`src/rtl/cfgx_pkg.sv`:
```
package cfgx_pkg;

    localparam int BUS_W   = 8;
    localparam int DEVFN_W = 8;
    localparam int OFF_W   = 8;
    localparam int ID_W    = 16;
    localparam int LANES   = 4;
    localparam int DATA_W  = LANES * 8;
    localparam int LANE_W  = $clog2(LANES);

    localparam logic [ID_W-1:0]  FILT_VENDOR = 16'h106B;
    localparam logic [ID_W-1:0]  FILT_DEVICE = 16'h0003;
    localparam logic [OFF_W-1:0] FILT_LO     = 8'h10;
    localparam logic [OFF_W-1:0] FILT_HI     = 8'h24;
    localparam logic [OFF_W-1:0] FILT_HOLE_A = 8'h14;
    localparam logic [OFF_W-1:0] FILT_HOLE_B = 8'h18;

    typedef enum logic [1:0] {
        SZ_BYTE  = 2'b00,
        SZ_WORD  = 2'b01,
        SZ_DWORD = 2'b10,
        SZ_RSVD  = 2'b11
    } size_e;

    typedef enum logic [1:0] {
        ST_OK      = 2'b00,
        ST_NODEV   = 2'b01,
        ST_BADREG  = 2'b10,
        ST_TIMEOUT = 2'b11
    } status_e;

    typedef struct packed {
        logic [BUS_W-1:0]   bus;
        logic [DEVFN_W-1:0] devfn;
        logic [OFF_W-1:0]   off;
        size_e              size;
        logic               write;
        logic [DATA_W-1:0]  wdata;
        logic [ID_W-1:0]    vendor;
        logic [ID_W-1:0]    device;
    } req_t;

    function automatic logic [DATA_W-1:0] ones_for(size_e sz);
        case (sz)
            SZ_BYTE: return DATA_W'(8'hFF);
            SZ_WORD: return DATA_W'(16'hFFFF);
            default: return {DATA_W{1'b1}};
        endcase
    endfunction

    function automatic logic [2:0] bytes_for(size_e sz);
        case (sz)
            SZ_BYTE: return 3'd1;
            SZ_WORD: return 3'd2;
            default: return 3'd4;
        endcase
    endfunction

    function automatic logic [DATA_W-1:0] local_word(logic [DEVFN_W-1:0] devfn,
                                                     logic [OFF_W-1:0] off);
        logic [DATA_W-1:0] w;
        w = DATA_W'(1) << devfn[7:3];
        w = w | (DATA_W'(devfn[2:0]) << 8);
        w = w | DATA_W'({off[7:2], 2'b00});
        return w;
    endfunction

    function automatic logic [DATA_W-1:0] fwd_word(logic [BUS_W-1:0] bus,
                                                   logic [DEVFN_W-1:0] devfn,
                                                   logic [OFF_W-1:0] off);
        return {8'h00, bus, devfn, off[7:2], 2'b01};
    endfunction

endpackage

```
`src/rtl/cfgx_classify.sv`:
```
module cfgx_classify
    import cfgx_pkg::*;
#(
    parameter int MIN_LOCAL_DEV = 11
) (
    input  req_t               req,
    input  logic [BUS_W-1:0]   first_bus,
    input  logic               wide_en,
    input  logic               filt_en,
    output logic [DATA_W-1:0]  addr_word,
    output logic               absent,
    output logic               blocked,
    output logic [LANE_W-1:0]  lane,
    output logic               word_sel
);
    localparam logic [DEVFN_W-1:0] MIN_DEVFN = DEVFN_W'(MIN_LOCAL_DEV * 8);

    logic       on_local;
    logic [2:0] byte_off;
    logic       id_hit;
    logic       in_window;

    always_comb begin
        on_local  = (req.bus == first_bus);
        addr_word = on_local ? local_word(req.devfn, req.off)
                             : fwd_word(req.bus, req.devfn, req.off);
        absent    = on_local && (req.devfn < MIN_DEVFN);

        id_hit    = (req.vendor == FILT_VENDOR) && (req.device == FILT_DEVICE);
        in_window = (req.off >= FILT_LO) && (req.off <= FILT_HI) &&
                    (req.off != FILT_HOLE_A) && (req.off != FILT_HOLE_B);
        blocked   = filt_en && id_hit && in_window;

        byte_off  = req.off[2:0] & (wide_en ? 3'b111 : 3'b011);
        lane      = byte_off[LANE_W-1:0];
        word_sel  = byte_off[2];
    end
endmodule

```
`src/rtl/cfgx_lanes.sv`:
```
module cfgx_lanes
    import cfgx_pkg::*;
(
    input  logic [LANE_W-1:0] lane,
    input  size_e             size,
    input  logic [DATA_W-1:0] wdata,
    input  logic [DATA_W-1:0] rdata_raw,
    output logic [LANES-1:0]  be,
    output logic [DATA_W-1:0] wdata_lane,
    output logic [DATA_W-1:0] rdata_out
);
    logic [2:0] nbytes;
    logic [4:0] shamt;

    assign nbytes = bytes_for(size);
    assign shamt  = {lane, 3'b000};

    for (genvar i = 0; i < LANES; i++) begin : g_lane
        logic [2:0] idx;
        logic [2:0] rel;
        assign idx   = 3'(i);
        assign rel   = idx - {1'b0, lane};
        assign be[i] = ({1'b0, lane} <= idx) && (rel < nbytes);
    end

    assign wdata_lane = wdata << shamt;
    assign rdata_out  = (rdata_raw >> shamt) & ones_for(size);
endmodule

```
`src/rtl/cfgx_seq.sv`:
```
module cfgx_seq
    import cfgx_pkg::*;
#(
    parameter int RETRY_W = 4
) (
    input  logic               clk,
    input  logic               rst,
    input  logic [RETRY_W-1:0] retry_cap,
    input  logic               req_valid,
    output logic               req_ready,
    input  req_t               req_in,
    output req_t               req_q,
    input  logic [DATA_W-1:0]  addr_word,
    input  logic               absent,
    input  logic               blocked,
    input  logic [LANES-1:0]   be,
    input  logic               word_sel,
    input  logic [DATA_W-1:0]  wdata_lane,
    input  logic [DATA_W-1:0]  rdata_out,
    output logic               rsp_valid,
    output logic [DATA_W-1:0]  rsp_data,
    output status_e            rsp_status,
    output logic               br_req,
    output logic               br_data_sel,
    output logic               br_we,
    output logic               br_word,
    output logic [LANES-1:0]   br_be,
    output logic [DATA_W-1:0]  br_wdata,
    input  logic               br_ack,
    input  logic [DATA_W-1:0]  br_rdata
);
    typedef enum logic [2:0] {
        S_IDLE, S_DECIDE, S_AWR, S_ARD, S_DACC, S_DUMMY, S_RESP
    } state_e;

    state_e             state;
    logic [RETRY_W-1:0] tries;

    assign req_ready = (state == S_IDLE);
    assign rsp_valid = (state == S_RESP);

    always_comb begin
        br_req      = 1'b0;
        br_data_sel = 1'b0;
        br_we       = 1'b0;
        br_word     = 1'b0;
        br_be       = '1;
        br_wdata    = '0;
        case (state)
            S_AWR: begin
                br_req   = 1'b1;
                br_we    = 1'b1;
                br_wdata = addr_word;
            end
            S_ARD: begin
                br_req = 1'b1;
            end
            S_DACC: begin
                br_req      = 1'b1;
                br_data_sel = 1'b1;
                br_we       = req_q.write;
                br_word     = word_sel;
                br_be       = be;
                br_wdata    = req_q.write ? wdata_lane : '0;
            end
            S_DUMMY: begin
                br_req      = 1'b1;
                br_data_sel = 1'b1;
                br_word     = word_sel;
                br_be       = be;
            end
            default: ;
        endcase
    end

    always_ff @(posedge clk) begin
        if (rst) begin
            state      <= S_IDLE;
            req_q      <= '0;
            tries      <= '0;
            rsp_data   <= '0;
            rsp_status <= ST_OK;
        end else begin
            case (state)
                S_IDLE: begin
                    if (req_valid) begin
                        req_q <= req_in;
                        state <= S_DECIDE;
                    end
                end
                S_DECIDE: begin
                    if (blocked) begin
                        rsp_status <= ST_BADREG;
                        rsp_data   <= ones_for(req_q.size);
                        state      <= S_RESP;
                    end else if (absent) begin
                        rsp_status <= ST_NODEV;
                        rsp_data   <= ones_for(req_q.size);
                        state      <= S_RESP;
                    end else begin
                        tries <= RETRY_W'(1);
                        state <= S_AWR;
                    end
                end
                S_AWR: begin
                    if (br_ack) state <= S_ARD;
                end
                S_ARD: begin
                    if (br_ack) begin
                        if (br_rdata == addr_word) begin
                            state <= S_DACC;
                        end else if (tries >= retry_cap) begin
                            rsp_status <= ST_TIMEOUT;
                            rsp_data   <= ones_for(req_q.size);
                            state      <= S_RESP;
                        end else begin
                            tries <= tries + RETRY_W'(1);
                            state <= S_AWR;
                        end
                    end
                end
                S_DACC: begin
                    if (br_ack) begin
                        if (req_q.write) begin
                            state <= S_DUMMY;
                        end else begin
                            rsp_status <= ST_OK;
                            rsp_data   <= rdata_out;
                            state      <= S_RESP;
                        end
                    end
                end
                S_DUMMY: begin
                    if (br_ack) begin
                        rsp_status <= ST_OK;
                        rsp_data   <= '0;
                        state      <= S_RESP;
                    end
                end
                default: state <= S_IDLE;
            endcase
        end
    end
endmodule

```
`src/rtl/cfg_access_xlate.sv`:
```
module cfg_access_xlate
    import cfgx_pkg::*;
#(
    parameter int RETRY_W       = 4,
    parameter int MIN_LOCAL_DEV = 11
) (
    input  logic               clk,
    input  logic               rst,
    input  logic [7:0]         first_bus,
    input  logic               wide_en,
    input  logic               filt_en,
    input  logic [RETRY_W-1:0] retry_cap,
    input  logic               req_valid,
    output logic               req_ready,
    input  logic [7:0]         req_bus,
    input  logic [7:0]         req_devfn,
    input  logic [7:0]         req_off,
    input  logic [1:0]         req_size,
    input  logic               req_write,
    input  logic [31:0]        req_wdata,
    input  logic [15:0]        req_vendor,
    input  logic [15:0]        req_device,
    output logic               rsp_valid,
    output logic [31:0]        rsp_data,
    output logic [1:0]         rsp_status,
    output logic               br_req,
    output logic               br_data_sel,
    output logic               br_we,
    output logic               br_word,
    output logic [3:0]         br_be,
    output logic [31:0]        br_wdata,
    input  logic               br_ack,
    input  logic [31:0]        br_rdata
);
    req_t              req_in;
    req_t              req_q;
    logic [DATA_W-1:0] addr_word;
    logic              absent;
    logic              blocked;
    logic [LANE_W-1:0] lane;
    logic              word_sel;
    logic [LANES-1:0]  be;
    logic [DATA_W-1:0] wdata_lane;
    logic [DATA_W-1:0] rdata_out;
    status_e           status;

    always_comb begin
        req_in.bus    = req_bus;
        req_in.devfn  = req_devfn;
        req_in.off    = req_off;
        req_in.size   = size_e'(req_size);
        req_in.write  = req_write;
        req_in.wdata  = req_wdata;
        req_in.vendor = req_vendor;
        req_in.device = req_device;
    end

    cfgx_classify #(.MIN_LOCAL_DEV(MIN_LOCAL_DEV)) u_classify (
        .req       (req_q),
        .first_bus (first_bus),
        .wide_en   (wide_en),
        .filt_en   (filt_en),
        .addr_word (addr_word),
        .absent    (absent),
        .blocked   (blocked),
        .lane      (lane),
        .word_sel  (word_sel)
    );

    cfgx_lanes u_lanes (
        .lane       (lane),
        .size       (req_q.size),
        .wdata      (req_q.wdata),
        .rdata_raw  (br_rdata),
        .be         (be),
        .wdata_lane (wdata_lane),
        .rdata_out  (rdata_out)
    );

    cfgx_seq #(.RETRY_W(RETRY_W)) u_seq (
        .clk         (clk),
        .rst         (rst),
        .retry_cap   (retry_cap),
        .req_valid   (req_valid),
        .req_ready   (req_ready),
        .req_in      (req_in),
        .req_q       (req_q),
        .addr_word   (addr_word),
        .absent      (absent),
        .blocked     (blocked),
        .be          (be),
        .word_sel    (word_sel),
        .wdata_lane  (wdata_lane),
        .rdata_out   (rdata_out),
        .rsp_valid   (rsp_valid),
        .rsp_data    (rsp_data),
        .rsp_status  (status),
        .br_req      (br_req),
        .br_data_sel (br_data_sel),
        .br_we       (br_we),
        .br_word     (br_word),
        .br_be       (br_be),
        .br_wdata    (br_wdata),
        .br_ack      (br_ack),
        .br_rdata    (br_rdata)
    );

    assign rsp_status = status;
endmodule

```
`config.mk`:
```
export PLATFORM = sky130hd
export DESIGN_NAME = cfg_access_xlate
export DESIGN_NICKNAME = d
export VERILOG_FILES = /design/src/rtl/cfgx_pkg.sv /design/src/rtl/cfgx_classify.sv /design/src/rtl/cfgx_lanes.sv /design/src/rtl/cfgx_seq.sv /design/src/rtl/cfg_access_xlate.sv
export SDC_FILE = /design/constraint.sdc
export NUM_CORES = 1
export LEC_CHECK = 0
export CORE_UTILIZATION = 40
export CTS_BUF_LIST = sky130_fd_sc_hd__clkbuf_4 sky130_fd_sc_hd__clkbuf_8
export DETAILED_ROUTE_END_ITERATION = 10
export HOLD_SLACK_MARGIN = 0.1
export PLACE_DENSITY = 0.68
export RECOVER_POWER = 50
export SYNTH_ARGS = -nofsm -noshare
export SYNTH_HDL_FRONTEND = slang
export SYNTH_SLANG_ARGS = --single-unit
```
`constraint.sdc`:
```
create_clock -name clk -period 3.8 [get_ports clk]
set_input_delay 0.76 -clock clk [delete_from_list [all_inputs] [get_ports clk]]
set_output_delay 0.76 -clock clk [all_outputs]
set_load 0.01 [all_outputs]
```
==> results.md, run 1 <==
* Max Buffers Root-to-Sink at 2
* Failing checks: capacitance limit, slew limit
* Leak at between 4 and 5 nW
* Fin Setup TNS at 0 ns
* Largest net degree at the start of global routing at 69
* Yosys top cell area share at ~32%
* Cell Rows at 52
* # setup viols final at 0
* Io pins at between 200 and 250
* Skew-Pair Late Insertion Delay at between 0.4 and 0.5 ns
* YS warnings at 0
* Placed cell count at 1,618
* CTS Buf Count at 17
* Tot GR Track Use at a little under a third
* Max_cap viols at 1
* CTS root buf: clkbuf_8
* Top cells by area, synth: dfxtp_1 32%, nand2_1 12%, a21oi_1 9.3%, mux2i_1 7.2%, clkbuf_1 3.2%
* Starting DRC count in detailed routing at 664
* Slew headroom at -25.86%
* Setup slack after layout at 0.06517 ns
* Distinct cells, synth at 72
* Sink Count at 132
* Pre-CTS WS at -0.1921 ns
* Status: finished with violations
* Detailed Place HPWL at 24.51 mm
* First-pass GRT wire length at slightly below 50 mm
* DR pass1 iterations at 7
* WL met1 at 13.94 mm
* Clock skew at 0.01762 ns
* PortBufs at 216
* Leading area contributor after synthesis: dfxtp_1
* Gate Count Post-Synth at 1,125
* WP data required at a little over 3 ns
* Die Area at 21,110 um^2
* Final min period at 3.735 ns
* Nets@finish at 1,525
* Final worst path period share at 98.28%
* Critical path peak fanout at 17
* Power per cell area at 333.8 nW/um^2
* Core ar. at ~20,000 um^2
* Vias per cell at 5.604
* Worst-Margin Slew at 1.888 ns
* Final Hold Fails at 0
* Filler cells at between 1,500 and 2,000
* Hold_buf cts at 0
* Syn nets at around 1,300
* Syn_area_per_cell at 7.299 um^2
* Critical path class: in -> out
* Vias at 9,252
* Main flop type after synthesis: dfxtp_1
* Post-Layout Cell Count at 1,651
* Die W at between 100 and 150 um
* CP Launch Type: input pin
* Vias in the first global route at approximately 9,000
* H-tree Lvls at 4
* Number of synthesized flops with an enable pin at 0
* Total Power at between 0.003 and 0.004 W
* Synth-to-Final Area Change at 40.77%
* Fmax at 0.2678 GHz
* Share of post-route cells with drive strength above 1 at 11.80%
* RSZ-0062 raised after global routing: yes
* Hold crit path type: reg -> reg
* Highest routed metal layer: met4
* Post-Syn Area at 8212 um^2
* Initial antenna violation count at 0
* Yosys reg bits at roughly 130
* Async SR Flop Fraction at 0%
* CTS tree: built
* Met3 WL at around 2.1 mm
* Initial Util at 40.71%
* Worst-path clk slew at ~0.09 ns
* RePlAce Congestion at 0.9765
* WL/cell at 19.46 um
* Peak supply drop at 0.2383 mV
* CP Capture Type: primary output
* Seq/Total Area, Yosys at 32.18%
* CP arrival at 2.97 ns
* Met2 Wirelength at 15.20 mm
* Chip height at roughly 150 um
* Number of diodes at 0
* GRT overflow at 0
* Post-route DRC at 0
* Remaining antenna violation count at 0
* Total wire length at 32.13 mm
* Slew Limit Fails at 33
logic make-up after synthesis:
group,after synthesis,share of synthesized area [%]
AOI/OAI and AO/OA,317,23.39
xor gates and xnor gates,20,2.133
adders and majority gates,16,2.407
buffers and inverters,113,5.500
DFF,132,32.18
muxes,67,8.289
and+or+nand+nor,460,26.10
sequential cells by signal (all words and copies together) (netlist names):
register	cells
u_seq.rsp_status	2
u_seq.req_q	91
u_seq.state	3
u_seq.tries	4
u_seq.rsp_data	32
power breakdown:
part / total [W] / internal (W) / leakage [nW] / switching [W]
combinational: 0.00110 / 0.000503 / 3.36 / 0.000593
sequential: 0.00159 / 0.00149 / 1.08 / 0.000101
clock: 0.00117 / 0.000560 / 0.198 / 0.000614
critical path, stage by stage:
cell and delay (ns):
clkdlybuf4s50_1 0.51, xnor2_2 0.13, and4_1 0.25, buf_4 0.24, a41oi_1 0.26, o21ai_2 0.24
clkdlybuf4s50_1 0.56
timing repair:
item	4_1_cts	5_1_grt
buffers inserted	0	2
pin swaps	0	1
resized for setup	12	23
setup endpoints to repair	19	24
path summary, 6_finish.rpt:
kind	to	depth (start not counted)	start	slack, ns
worst min register to register	u_seq.rsp_data[30]	2	u_seq.rsp_data[30]	0.45
worst max-delay path	br_wdata[4]	7	first_bus[3]	0.07
worst max register to register	u_seq.rsp_data[19]	10	u_seq.req_q[80]	0.37
worst min-delay path	u_seq.rsp_data[30]	2	u_seq.rsp_data[30]	0.45
metrics by stage:
stage / instance area [um^2] / utilization [%] / hold slack (ns)
floorplan: 8212 / - / 0.4312
global placement: 11120 / 55.13 / 0.4384
detailed placement: 11120 / 55.13 / 0.4446
CTS: 11490 / 56.99 / 0.4551
global route: 11560 / 57.31 / 0.4748
finish: 11560 / 57.31 / 0.4514
synthesized netlist by cell type (4+ instances only):
master     count
nand2_1      252
a21oi_1      152
dfxtp_1      132
clkbuf_1      69
nor2_1        65
mux2i_1       59
o21ai_0       44
o22ai_1       29
inv_1         24
nand3b_1      18
nor3_1        18
xnor2_1       17
a21o_1        15
ha_1          15
nor2b_1       15
nand4_1       14
nand2b_1      13
buf_1          9
nand3_1        9
a31o_2         8
a31oi_1        8
and2_1         8
and3_1         8
mux2_2         8
nor4_1         8
buf_2          7
o211ai_1       7
a41oi_1        6
a2111oi_0      5
a211oi_1       5
nor3b_1        5
o21a_1         5
or2_2          4
metal layers:
metal / vias up / track usage, %
li1: 4470 / -
met1: 4343 / 39.80
met2: 390 / 49.86
met3: 49 / 4.497
met4: 0 / 10.00
met5: - / 0
area by class of cell:
type	instances	area, um^2	area share [%]
clock buffers	19	261.5	2.262
clock inverters	12	118.9	1.028
inverters	25	93.84	0.8118
multi-input cells	880	5176	44.78
flip-flops and latches	132	2644	22.87
well taps	270	337.8	2.922
repair buffers	313	2928	25.33
cells in the final DEF (no fill, tap or decap), types with 9 or more instances in the layout:
cell	instances
nand2b_1	13
a21o_1	15
dlygate4sd3_1	34
buf_4	87
dfxtp_1	131
nor2_1	62
dlymetal6s2s_1	10
xnor2_1	13
clkbuf_8	19
nand4_1	14
inv_1	24
nor2b_1	15
dlygate4sd2_1	10
o22ai_1	29
nor3_1	17
o21ai_0	41
nand2_1	249
clkdlybuf4s50_1	161
a21oi_1	152
nand3b_1	18
nand3_1	9
ha_1	15
mux2i_1	59
Note: power is estimated with default switching activity, not from simulation.
==> inputs of run 2 (changes only) <==
CTS_CLUSTER_DIAMETER = 50   (was default)
==> results of run 2 <==
Same layout as run 1: the final DEF is identical, and so are final timing and power.
==> inputs of run 3 (changes only) <==
TNS_END_PERCENT = 5   (was default)
clock period = 3.6 ns   (was 3.8 ns; I/O delays follow)
==> run 3 against run 2 <==
Against the previous run:
- the run ends with capacitance limit, slew limit, setup timing left
- flip-flop and latch count unchanged
- non-clock buffer count up 20
- utilization up 1.1 points
- critical path depth up 2
- hold slack worse by 0.00051 ns
- combinational power up 9%
- register-to-register slack worse by 0.15 ns
- via count up 0.23%
- largest cell class unchanged
- highest routed layer unchanged
==> results.md, run 3 (synthesized netlist as in run 1, its figures left out) <==
* Vias at 9,273 (was 9,252)
* Max_cap viols at 1 (unchanged)
* Critical path class: in -> out (unchanged)
* Clock skew at 0.01570 ns (was 0.01762 ns)
* Slew headroom at -25.26% (was -25.86%)
* Power per cell area at 351.9 nW/um^2 (was 333.8 nW/um^2)
* Share of post-route cells with drive strength above 1 at 13.84% (was 11.80%)
* Remaining antenna violation count at 0 (unchanged)
* CP Launch Type: input pin (unchanged)
* Post-Layout Cell Count at 1,672 (was 1,651)
* Filler cells at 1,953 (was 1,922)
* Initial Util at 40.71% (unchanged)
* Starting DRC count in detailed routing at 718 (was 664)
* Registers with the most flip-flops: u_seq.req_q (91), u_seq.rsp_data (32), u_seq.tries (4) (unchanged)
* First-pass GRT wire length at 49.84 mm (was 49.34 mm)
* Sink Count at 132 (unchanged)
* Total Power at 0.004148 W (was 0.003859 W)
* Slew Limit Fails at 29 (was 33)
* Io pins at 217 (unchanged)
* Synth-to-Final Area Change at 43.55% (was 40.77%)
* CTS root buf: clkbuf_8 (unchanged)
* Critical path peak fanout at 17 (unchanged)
* GRT overflow at 0 (unchanged)
* Commonest non-fill, non-tap cells in the layout: 251 x nand2_1, 153 x clkdlybuf4s50_1, 151 x a21oi_1, 129 x dfxtp_1, 106 x buf_4 (was 249 x nand2_1, 161 x clkdlybuf4s50_1, 152 x a21oi_1, 131 x dfxtp_1, 87 x buf_4)
* Peak supply drop at 0.2393 mV (was 0.2383 mV)
* Initial antenna violation count at 0 (unchanged)
* Post-route DRC at 0 (unchanged)
* Worst-path cell chain: clkdlybuf4s50_1, xnor2_2, and4_4, nand2_1, buf_12, nor3_1, a21oi_1, o22ai_1, clkdlybuf4s50_1 (was clkdlybuf4s50_1, xnor2_2, and4_1, buf_4, a41oi_1, o21ai_2, clkdlybuf4s50_1)
* Largest net degree at the start of global routing at 78 (was 69)
* RePlAce Congestion at 0.9719 (was 0.9765)
* Sw frac at 36.02% (was 33.89%)
* Int Pwr at 0.002654 W (was 0.002551 W)
* Leak at 4.749 nW (was 4.635 nW)
* Fmax at 0.2733 GHz
* Total wire length at 32.50 mm (was 32.13 mm)
* Skew-Pair Late Insertion Delay at 0.47 ns (was 0.45 ns)
* Met1 Usage GRT at 40.68% (was 39.80%)
* Placed cell count at 1,640 (was 1,618)
* Most flop-heavy register: u_seq.req_q (unchanged)
* NetSw at 0.001494 W (was 0.001308 W)
* Die W at 145.3 um (unchanged)
* Final Hold Fails at 0 (unchanged)
* Slowest library cell on the worst path: clkdlybuf4s50_1 (unchanged)
* Final worst path period share at 101.6%
* Clock network fraction of total power at 30.8% (was 30.4%)
* CP Capture Type: primary output (unchanged)
* Number of diodes at 0 (unchanged)
* Crit path buffers/inverters at 3 (unchanged)
* RSZ-0062 raised after global routing: yes (unchanged)
* Worst-Margin Slew at 1.878 ns (was 1.888 ns)
* Cell Rows at 52 (unchanged)
* Sequential share of power at 40.3% (was 41.2%)
* Worst-path clk slew at 0.10 ns (was 0.09 ns)
* Die Area at 21,110 um^2 (unchanged)
* Setup slack after layout at -0.05882 ns (was 0.06517 ns)
* Busiest grt layer: met2 (unchanged)
* Largest register FFs at 91 (unchanged)
* CP arrival at 2.94 ns (was 2.97 ns)
* Vias in the first global route at 8,718 (was 8,761)
* Final min period at 3.659 ns
* CTS tree: built (unchanged)
* Combinational share of power at 28.9% (was 28.4%)
* WL/cell at 19.44 um (was 19.46 um)
* Commonest non-fill, non-tap cell in the layout: nand2_1 (unchanged)
* H-tree Lvls at 4 (unchanged)
* Max Buffers Root-to-Sink at 2 (unchanged)
* Cell family with most CP delay: buffers and inverters (unchanged)
* # setup viols final at 1 (was 0)
* Grt met3 use at 5.314% (was 4.497%)
* DR pass1 iterations at 7 (unchanged)
* Failing checks: capacitance limit, slew limit, setup timing (was capacitance limit, slew limit)
* Chip height at 145.3 um (unchanged)
* Nets@finish at 1,545 (was 1,525)
* Hold crit path type: reg -> reg (unchanged)
* Most frequent CP cell: clkdlybuf4s50_1 (unchanged)
* GR Util met2 at 49.45% (was 49.86%)
* CTS Buf Count at 17 (unchanged)
* Detailed Place HPWL at 24.66 mm (was 24.51 mm)
* WP data required at 2.88 ns (was 3.04 ns)
* Status: finished with violations (unchanged)
* CP max stage delay at 0.58 ns (was 0.56 ns)
* Core ar. at 20,170 um^2 (unchanged)
* Fin util at 58.44% (was 57.31%)
* Tot GR Track Use at 30.60% (was 30.06%)
* Vias per cell at 5.546 (was 5.604)
* PortBufs at 216 (unchanged)
run 3: cell type report:
| cell class | count | area [um^2] | share of cell area, % |
|---|---|---|---|
| well taps | 270 | 337.8 | 2.866 |
| clock inverters | 15 | 152.6 | 1.295 |
| repair buffers | 333 | 3113 | 26.41 |
| inverters | 25 | 93.84 | 0.7961 |
| flip-flops and latches | 132 | 2646 | 22.45 |
| clock buffers | 17 | 234.0 | 1.985 |
| multi-input cells | 880 | 5210 | 44.20 |
run 3: layer usage:
metal,part of all wire (%),vias to the layer above
li1,-,4494
met1,44,4346
met2,47,378
met3,6.5,55
met4,2.8,0
met5,0,-
run 3: metrics by stage:
step / setup TNS, ns / worst slack (ns) / hold slack, ns / cell area, um^2
6_report: -0.05882 / -0.05882 / 0.4509 / 11790
5_1_grt: -0.3443 / -0.1365 / 0.4747 / 11790
4_1_cts: -0.1593 / -0.09351 / 0.4569 / 11710
3_5_place_dp: -12.02 / -0.2932 / 0.4434 / 11330
3_3_place_gp: -8.275 / -0.2187 / 0.4400 / 11330
2_1_floorplan: 0 / 0.1962 / 0.4312 / 8212
run 3: power groups by stage:
stage | registers, W | logic [W] | clock network, W
after floorplan | 0.00167 | 0.000628 | 0
after global placement | 0.00170 | 0.00118 | 0
after detailed placement | 0.00170 | 0.00119 | 0
after CTS | 0.00167 | 0.00119 | 0.00129
after global routing | 0.00168 | 0.00130 | 0.00136
final | 0.00167 | 0.00120 | 0.00128
run 3: worst paths after layout:
check / start / end / slack (ns) / depth (start not counted)
setup reg to reg: u_seq.req_q[80] / u_seq.rsp_data[1] / 0.22 / 11
hold reg to reg: u_seq.rsp_data[28] / u_seq.rsp_data[28] / 0.45 / 2
hold / removal: u_seq.rsp_data[28] / u_seq.rsp_data[28] / 0.45 / 2
setup / recovery: first_bus[3] / br_wdata[22] / -0.06 / 9
run 3: worst reg2reg max path: stages, from the launching register on:
cell and delay, ns:
dfxtp_2 0.39, or3b_1 0.51, buf_4 0.20, o21ai_0 0.14
o211ai_1 0.13, nor4_2 0.32, o2111ai_1 0.23, or4_4 0.61
o21ai_4 0.20, buf_12 0.23, mux2i_1 0.22, nor2_1 0.05
run 3: timing repair:
| action | in CTS | in global routing |
|---|---|---|
| pin swaps | 2 | 3 |
| endpoints found under the setup margin | 31 | 24 |
| resized for setup | 28 | 22 |
| setup buffers | 0 | 0 |
| hold buffers | 0 | 0 |
